**config.mk**
```make
export PLATFORM = sky130hd
export DESIGN_NAME = nzp_exec_unit
export DESIGN_NICKNAME = d
export VERILOG_FILES = /design/src/rtl/nzp_pkg.sv /design/src/rtl/nzp_sext.sv /design/src/rtl/nzp_alu_core.sv /design/src/rtl/nzp_flag_gen.sv /design/src/rtl/nzp_branch_eval.sv /design/src/rtl/nzp_exec_unit.sv
export SDC_FILE = /design/constraint.sdc
export NUM_CORES = 1
export LEC_CHECK = 0
export BUFFER_PORTS_ARGS = -buffer_cell sky130_fd_sc_hd__buf_4
export CAP_MARGIN = 20
export CORE_MARGIN = 8
export CORE_UTILIZATION = 45
export DETAILED_ROUTE_END_ITERATION = 10
export GPL_ROUTABILITY_DRIVEN = 0
export PLACE_DENSITY = 0.71
export SETUP_SLACK_MARGIN = 0.2
export SYNTH_ARGS = -nofsm -noshare
export SYNTH_HDL_FRONTEND = slang
export SYNTH_SLANG_ARGS = --single-unit
export TNS_END_PERCENT = 30
```
**constraint.sdc**
```tcl
create_clock -name clk -period 1.05 [get_ports clk]
set_input_delay 0.21 -clock clk [delete_from_list [all_inputs] [get_ports clk]]
set_output_delay 0.21 -clock clk [all_outputs]
set_load 0.05 [all_outputs]
```
**src/rtl/nzp_pkg.sv**
```systemverilog
package nzp_pkg;
    localparam int WORD_W = 16;
    localparam int OPC_W  = 4;
    localparam int IMM_W  = 5;
    localparam int OFF_W  = 9;
    localparam int FLAG_W = 3;

    localparam logic [FLAG_W-1:0] FLAG_P = 3'b001;
    localparam logic [FLAG_W-1:0] FLAG_Z = 3'b010;
    localparam logic [FLAG_W-1:0] FLAG_N = 3'b100;

    typedef enum logic [OPC_W-1:0] {
        OP_BR   = 4'h0, OP_ADD = 4'h1, OP_LD   = 4'h2, OP_ST  = 4'h3,
        OP_JSR  = 4'h4, OP_AND = 4'h5, OP_LDR  = 4'h6, OP_STR = 4'h7,
        OP_RTI  = 4'h8, OP_NOT = 4'h9, OP_LDI  = 4'hA, OP_STI = 4'hB,
        OP_JMP  = 4'hC, OP_RSV = 4'hD, OP_LEA  = 4'hE, OP_TRAP = 4'hF
    } opcode_e;

    typedef struct packed {
        logic [WORD_W-1:0] result;
        logic              wr_en;
        logic [FLAG_W-1:0] flags;
        logic              br_taken;
        logic [WORD_W-1:0] br_target;
    } unit_state_t;
endpackage

```
**src/rtl/nzp_sext.sv**
```systemverilog
module nzp_sext #(
    parameter int IN_W  = 5,
    parameter int OUT_W = 16
) (
    input  logic [IN_W-1:0]  field_i,
    output logic [OUT_W-1:0] value_o
);
    localparam int PAD_W = OUT_W - IN_W;

    generate
        if (PAD_W > 0) begin : g_pad
            assign value_o = {{PAD_W{field_i[IN_W-1]}}, field_i};
        end else begin : g_nopad
            assign value_o = field_i[OUT_W-1:0];
        end
    endgenerate
endmodule

```
**src/rtl/nzp_alu_core.sv**
```systemverilog
module nzp_alu_core
    import nzp_pkg::*;
(
    input  opcode_e           opc_i,
    input  logic              use_imm_i,
    input  logic [WORD_W-1:0] a_i,
    input  logic [WORD_W-1:0] b_reg_i,
    input  logic [WORD_W-1:0] imm_ext_i,
    input  logic [WORD_W-1:0] pc_i,
    input  logic [WORD_W-1:0] off_ext_i,
    input  logic [WORD_W-1:0] load_data_i,
    output logic [WORD_W-1:0] result_o,
    output logic              writes_o
);
    logic [WORD_W-1:0] operand_b;

    always_comb begin
        operand_b = use_imm_i ? imm_ext_i : b_reg_i;
        result_o  = '0;
        writes_o  = 1'b0;
        unique case (opc_i)
            OP_ADD: begin
                result_o = a_i + operand_b;
                writes_o = 1'b1;
            end
            OP_AND: begin
                result_o = a_i & operand_b;
                writes_o = 1'b1;
            end
            OP_NOT: begin
                result_o = ~a_i;
                writes_o = 1'b1;
            end
            OP_LD, OP_LDR, OP_LDI: begin
                result_o = load_data_i;
                writes_o = 1'b1;
            end
            OP_LEA: begin
                result_o = pc_i + off_ext_i;
                writes_o = 1'b1;
            end
            default: begin
                result_o = '0;
                writes_o = 1'b0;
            end
        endcase
    end
endmodule

```
**src/rtl/nzp_flag_gen.sv**
```systemverilog
module nzp_flag_gen
    import nzp_pkg::*;
(
    input  logic [WORD_W-1:0] value_i,
    output logic [FLAG_W-1:0] flags_o
);
    always_comb begin
        if (value_i == '0) begin
            flags_o = FLAG_Z;
        end else if (value_i[WORD_W-1]) begin
            flags_o = FLAG_N;
        end else begin
            flags_o = FLAG_P;
        end
    end
endmodule

```
**src/rtl/nzp_branch_eval.sv**
```systemverilog
module nzp_branch_eval
    import nzp_pkg::*;
(
    input  logic [FLAG_W-1:0] mask_i,
    input  logic [FLAG_W-1:0] flags_i,
    input  logic [WORD_W-1:0] pc_i,
    input  logic [WORD_W-1:0] off_ext_i,
    output logic              hit_o,
    output logic [WORD_W-1:0] target_o
);
    always_comb begin
        hit_o    = |(mask_i & flags_i);
        target_o = pc_i + off_ext_i;
    end
endmodule

```
**src/rtl/nzp_exec_unit.sv**
```systemverilog
module nzp_exec_unit
    import nzp_pkg::*;
(
    input  logic        clk,
    input  logic        rst_n,
    input  logic        valid_i,
    input  logic [15:0] instr_i,
    input  logic [15:0] src_a_i,
    input  logic [15:0] src_b_i,
    input  logic [15:0] pc_i,
    input  logic [15:0] load_data_i,
    output logic [15:0] result_o,
    output logic        wr_en_o,
    output logic [2:0]  flags_o,
    output logic        br_taken_o,
    output logic [15:0] br_target_o
);
    localparam int MASK_HI = WORD_W - OPC_W - 1;
    localparam int MASK_LO = MASK_HI - FLAG_W + 1;

    unit_state_t st_d, st_q;

    opcode_e           opc;
    logic [FLAG_W-1:0] br_mask;
    logic [WORD_W-1:0] imm_ext, off_ext, alu_result, br_target;
    logic [FLAG_W-1:0] new_flags;
    logic              alu_writes, br_hit;
    logic              unused_fields;

    assign opc           = opcode_e'(instr_i[WORD_W-1 -: OPC_W]);
    assign br_mask       = instr_i[MASK_HI:MASK_LO];
    assign unused_fields = ^instr_i[8:6];

    nzp_sext #(.IN_W(IMM_W), .OUT_W(WORD_W)) i_imm_sext (
        .field_i (instr_i[IMM_W-1:0]),
        .value_o (imm_ext)
    );

    nzp_sext #(.IN_W(OFF_W), .OUT_W(WORD_W)) i_off_sext (
        .field_i (instr_i[OFF_W-1:0]),
        .value_o (off_ext)
    );

    nzp_alu_core i_alu (
        .opc_i       (opc),
        .use_imm_i   (instr_i[IMM_W]),
        .a_i         (src_a_i),
        .b_reg_i     (src_b_i),
        .imm_ext_i   (imm_ext),
        .pc_i        (pc_i),
        .off_ext_i   (off_ext),
        .load_data_i (load_data_i),
        .result_o    (alu_result),
        .writes_o    (alu_writes)
    );

    nzp_flag_gen i_flags (
        .value_i (alu_result),
        .flags_o (new_flags)
    );

    nzp_branch_eval i_branch (
        .mask_i    (br_mask),
        .flags_i   (st_q.flags),
        .pc_i      (pc_i),
        .off_ext_i (off_ext),
        .hit_o     (br_hit),
        .target_o  (br_target)
    );

    always_comb begin
        st_d          = st_q;
        st_d.wr_en    = 1'b0;
        st_d.br_taken = 1'b0;
        if (valid_i) begin
            if (alu_writes) begin
                st_d.result = alu_result;
                st_d.wr_en  = 1'b1;
                st_d.flags  = new_flags;
            end
            if (opc == OP_BR) begin
                st_d.br_taken  = br_hit;
                st_d.br_target = br_target;
            end
        end
    end

    always_ff @(posedge clk or negedge rst_n) begin
        if (!rst_n) begin
            st_q.result    <= '0;
            st_q.wr_en     <= 1'b0;
            st_q.flags     <= FLAG_Z;
            st_q.br_taken  <= 1'b0;
            st_q.br_target <= '0;
        end else begin
            st_q <= st_d;
        end
    end

    assign result_o    = st_q.result;
    assign wr_en_o     = st_q.wr_en;
    assign flags_o     = st_q.flags;
    assign br_taken_o  = st_q.br_taken;
    assign br_target_o = st_q.br_target;

    a_r5_flags_onehot: assert property (@(posedge clk) disable iff (!rst_n)
        $countones(flags_o) == 1);

    a_r5_zero_result: assert property (@(posedge clk) disable iff (!rst_n)
        wr_en_o && (result_o == 16'h0000) |-> flags_o == 3'b010);

    a_r5_negative_result: assert property (@(posedge clk) disable iff (!rst_n)
        wr_en_o && result_o[15] |-> flags_o == 3'b100);

    a_r7_flags_kept: assert property (@(posedge clk) disable iff (!rst_n)
        valid_i && (instr_i[15:12] inside {4'h0, 4'h3, 4'h4, 4'h7, 4'h8,
                                           4'hB, 4'hC, 4'hD, 4'hF})
        |=> $stable(flags_o) && !wr_en_o);

    a_r8_overlap_taken: assert property (@(posedge clk) disable iff (!rst_n)
        valid_i && (instr_i[15:12] == 4'h0) && ((instr_i[11:9] & flags_o) != 3'b000)
        |=> br_taken_o);

    a_r9_empty_mask: assert property (@(posedge clk) disable iff (!rst_n)
        valid_i && (instr_i[15:12] == 4'h0) && (instr_i[11:9] == 3'b000)
        |=> !br_taken_o);

    a_r10_idle: assert property (@(posedge clk) disable iff (!rst_n)
        !valid_i |=> !wr_en_o && !br_taken_o && $stable(flags_o));
endmodule

```
==> results.cfg <==
[outcome]
outcome = finished with violations
violations = negative setup slack

[final_layout]
stdcell_count = 827
fin_area_sq_um = 6730
final_nets = 837
syn_to_final_growth_pct = 83.83
drive_above_1_share_pct = 53.19
diodes = 0

[global_route]
grt_use_total_pct = 25.95
grt_max_degree = 38
gr-total-overflow = 0
use_met3_pct = 5.566
grt_first_pass_wirelength_um = 24010
antenna_found_initial = 0
grtUsageMet1_pct = 27.10
use_met2_pct = 48.61
grt_pass1_vias = 5025
busiest_layer = met2

[placement]
place.port_buffers = 119
dp_slack_ns = -2.092
dpl_cell_area_sq_um = 5532
dp_cells = 792
post-dp-hpwl_um = 11020

[routing]
vias = 4845
dr.first_iter.drc_count = 287
route.detailed.wl_per_inst_um = 19.14
antenna_left = 0
wl_um = 15830
drc = 0
drtPass1Iterations = 5
vias_per_cell = 5.859

[setup_path]
r2r_setup_slack_ns = 0.10
critical_path_class = in -> reg
endpoint_kind = flip-flop
r2r-start = flags_o[0]$_DFFE_PN0P_
r2r_cells = 2
timing.rr.end = br_taken_o$_DFF_PN0_
critPathArrivalTime_ns = 3.11
worstPathRequired_ns = 1.28
critPathLaunchType = primary input
cp_max_fo = 3

[timing]
fmax_mhz = 346.8
finalSetupViolations = 66
fin_crit_sh_pct = 274.6
slew_headroom_pct = 66.45
setup_slack_ns = -1.834
hold_violations = 0
drv_slew = 0
finalCriticalPeriod_ns = 2.884
finClkSkew_ns = 0.004822
worstMarginPinSlew_ns = 0.5003
finalSetupTns_ns = -33.35
rsz0062_at_grt = true

[worst_hold_path]
min_to = br_taken_o$_DFF_PN0_
worstHoldStart = instr_i[11]
holdCritPathClass = in -> reg
whs_path_depth = 3

[clock_tree]
cts_tree = done
cts.sinks = 37
htreeDepth = 2
cts_buffers = 5
cts_root_buf = clkbuf_8
cts.path.max_buffers = 2
clk-insertion-delay-late_ns = 0.29
clkTransAtPathRegs_ns = 0.07

[power_and_ir_drop]
power_leakage_nw = 3.258
power_w = 0.008147
p_per_area_nw_per_um2 = 1210
irDropWorstVdd_uv = 873.2

[floorplan]
dieArea_sq_um = 11280
io_pins = 120
die_w_um = 106.2
num_rows = 33
start_util_pct = 45.47
coreArea_sq_um = 8051
die_h_um = 106.2

[yosys]
ys_types = 62
synth_seq_cells = 37
synth_edf_count = 0
ys_async_sr_fraction_pct = 100.0
synth_top_flop_cell = dfrtp_1
yosys_warnings = 0
syn_nets = 583
mappedNetlistArea_sq_um = 3661
postSynthAreaPerCell_sq_um = 7.839
yosysSeqAreaShare_pct = 25.32
syn_inst = 467

[job]
drv_cap = 0
how the worst max path moves through the flow:
| stage | endpoint | startpoint | cells after the start |
|---|---|---|---|
| final | flags_o[1]$_DFFE_PN1P_ | instr_i[5] | 13 |
| after global routing | flags_o[1]$_DFFE_PN1P_ | instr_i[5] | 16 |
| after detailed placement | flags_o[1]$_DFFE_PN1P_ | instr_i[5] | 13 |
| after global placement | flags_o[1]$_DFFE_PN1P_ | instr_i[5] | 13 |
| after CTS | flags_o[1]$_DFFE_PN1P_ | instr_i[5] | 13 |
| after floorplan | flags_o[1]$_DFFE_PN1P_ | instr_i[5] | 13 |
area by class of cell:
class	instances	area (sq um)
clock buffer	6	72.57
clock inverter	2	10.01
fill	458	1321
inverter	18	67.56
multi-input combinational	391	3193
sequential	37	927.1
tap	105	131.4
timing repair buffer	268	2328
through the flow:
stage                     hold WS, ns  utilization [%]
after detailed placement       0.1981            68.70
after global routing           0.1887            83.59
after CTS                      0.1906            80.17
after floorplan              -0.08559                -
final                          0.1793            83.59
after global placement         0.1876            68.70
critical path, cell delays in order:
cell and delay (ns):
buf_8 0.10, mux2_4 0.31, ha_4 0.16, fa_2 0.34, a21o_1 0.21, and4_4 0.18, o31ai_4 0.28, o21ai_2 0.08
xor2_1 0.14, a221o_1 0.34, a211o_1 0.25, nor4_2 0.29, a32o_2 0.22
synth_stat cells, types with 5 or more instances:
master / number / area [sq um]
ha_1: 31 / 387.9
nor3_1: 5 / 25.02
o21ai_0: 51 / 255.2
mux2i_1: 5 / 50.05
nor2_1: 25 / 93.84
nor2b_1: 7 / 43.79
nand4_1: 5 / 31.28
xor2_1: 12 / 105.1
buf_2: 5 / 25.02
a21oi_1: 31 / 155.2
xnor2_1: 11 / 96.34
a22oi_1: 5 / 37.54
nand2b_1: 5 / 31.28
a211oi_1: 9 / 67.56
nand2_1: 88 / 330.3
a221oi_1: 9 / 78.83
dfrtp_1: 36 / 900.9
clkbuf_1: 15 / 56.30
o21a_1: 5 / 37.54
a21o_1: 9 / 67.56
nand3_1: 7 / 35.03
o211ai_1: 5 / 37.54
inv_1: 17 / 63.81
registers in the layout, summed over array words and instances (netlist names):
name,count
br_target_o,16
result_o,16
flags_o,3
br_taken_o,1
wr_en_o,1
timing repair:
action / in CTS / in global routing
hold buffers: 1 / 0
endpoints found under the setup margin: 74 / 74
pin swaps: 62 / 37
resized for setup: 157 / 54
hold endpoints to repair: 36 / 0
setup buffers: 19 / 7
layout by cell type, fill, tap and decap left out, types with 4 or more instances in the layout:
| cell type | Yosys | layout |
|---|---|---|
| nand2_2 | 0 | 12 |
| buf_4 | 0 | 192 |
| a21oi_2 | 0 | 11 |
| nand2b_1 | 5 | 5 |
| o21a_1 | 5 | 5 |
| xnor2_2 | 0 | 6 |
| nor3_1 | 5 | 5 |
| dfrtp_1 | 36 | 36 |
| ha_1 | 31 | 19 |
| o21ai_2 | 2 | 14 |
| o2bb2ai_1 | 4 | 4 |
| buf_6 | 1 | 69 |
| buf_8 | 0 | 4 |
| nor3b_1 | 4 | 4 |
| nand4_1 | 5 | 5 |
| clkbuf_8 | 0 | 5 |
| nor2b_1 | 7 | 5 |
| xnor2_1 | 11 | 4 |
| xor2_1 | 12 | 10 |
| nand2_1 | 88 | 73 |
| ha_4 | 0 | 10 |
| o21ai_1 | 4 | 11 |
| a21oi_1 | 31 | 17 |
| o21ai_0 | 51 | 29 |
| a221oi_2 | 1 | 6 |
| nand3_1 | 7 | 6 |
| a22oi_1 | 5 | 5 |
| a21o_1 | 9 | 9 |
| a221oi_1 | 9 | 4 |
| nor2_1 | 25 | 23 |
| a211oi_2 | 0 | 6 |
| inv_1 | 17 | 17 |
| mux2i_1 | 5 | 5 |
| o211ai_1 | 5 | 5 |
per-layer routing:
metal / up-vias / share of wire, % / wire, um
met5: - / 0 / 0
met4: 0 / 5.5 / 865
met3: 77 / 7.1 / 1129
met2: 253 / 52 / 8296
met1: 2298 / 35 / 5539
li1: 2217 / - / -
cell families (layout without fill, tap and decap cells):
logic type,after synthesis,after routing,synth area share (%)
buffers and inverters,39,294,4.374
XOR/XNOR,23,23,5.502
AND/OR/NAND/NOR,166,166,21.26
flip-flops,37,37,25.32
AO/OA/AOI/OAI,160,160,29.26
multiplexers,9,9,2.597
adder cells (fa/ha/maj),33,33,11.69
power breakdown:
group	switching, W	internal, W	leakage [nW]
combinational	0.00286	0.00236	2.74
clock	0.000509	0.000460	0.0450
sequential	0.000244	0.00171	0.474
Note: power is estimated with default switching activity, not from simulation.
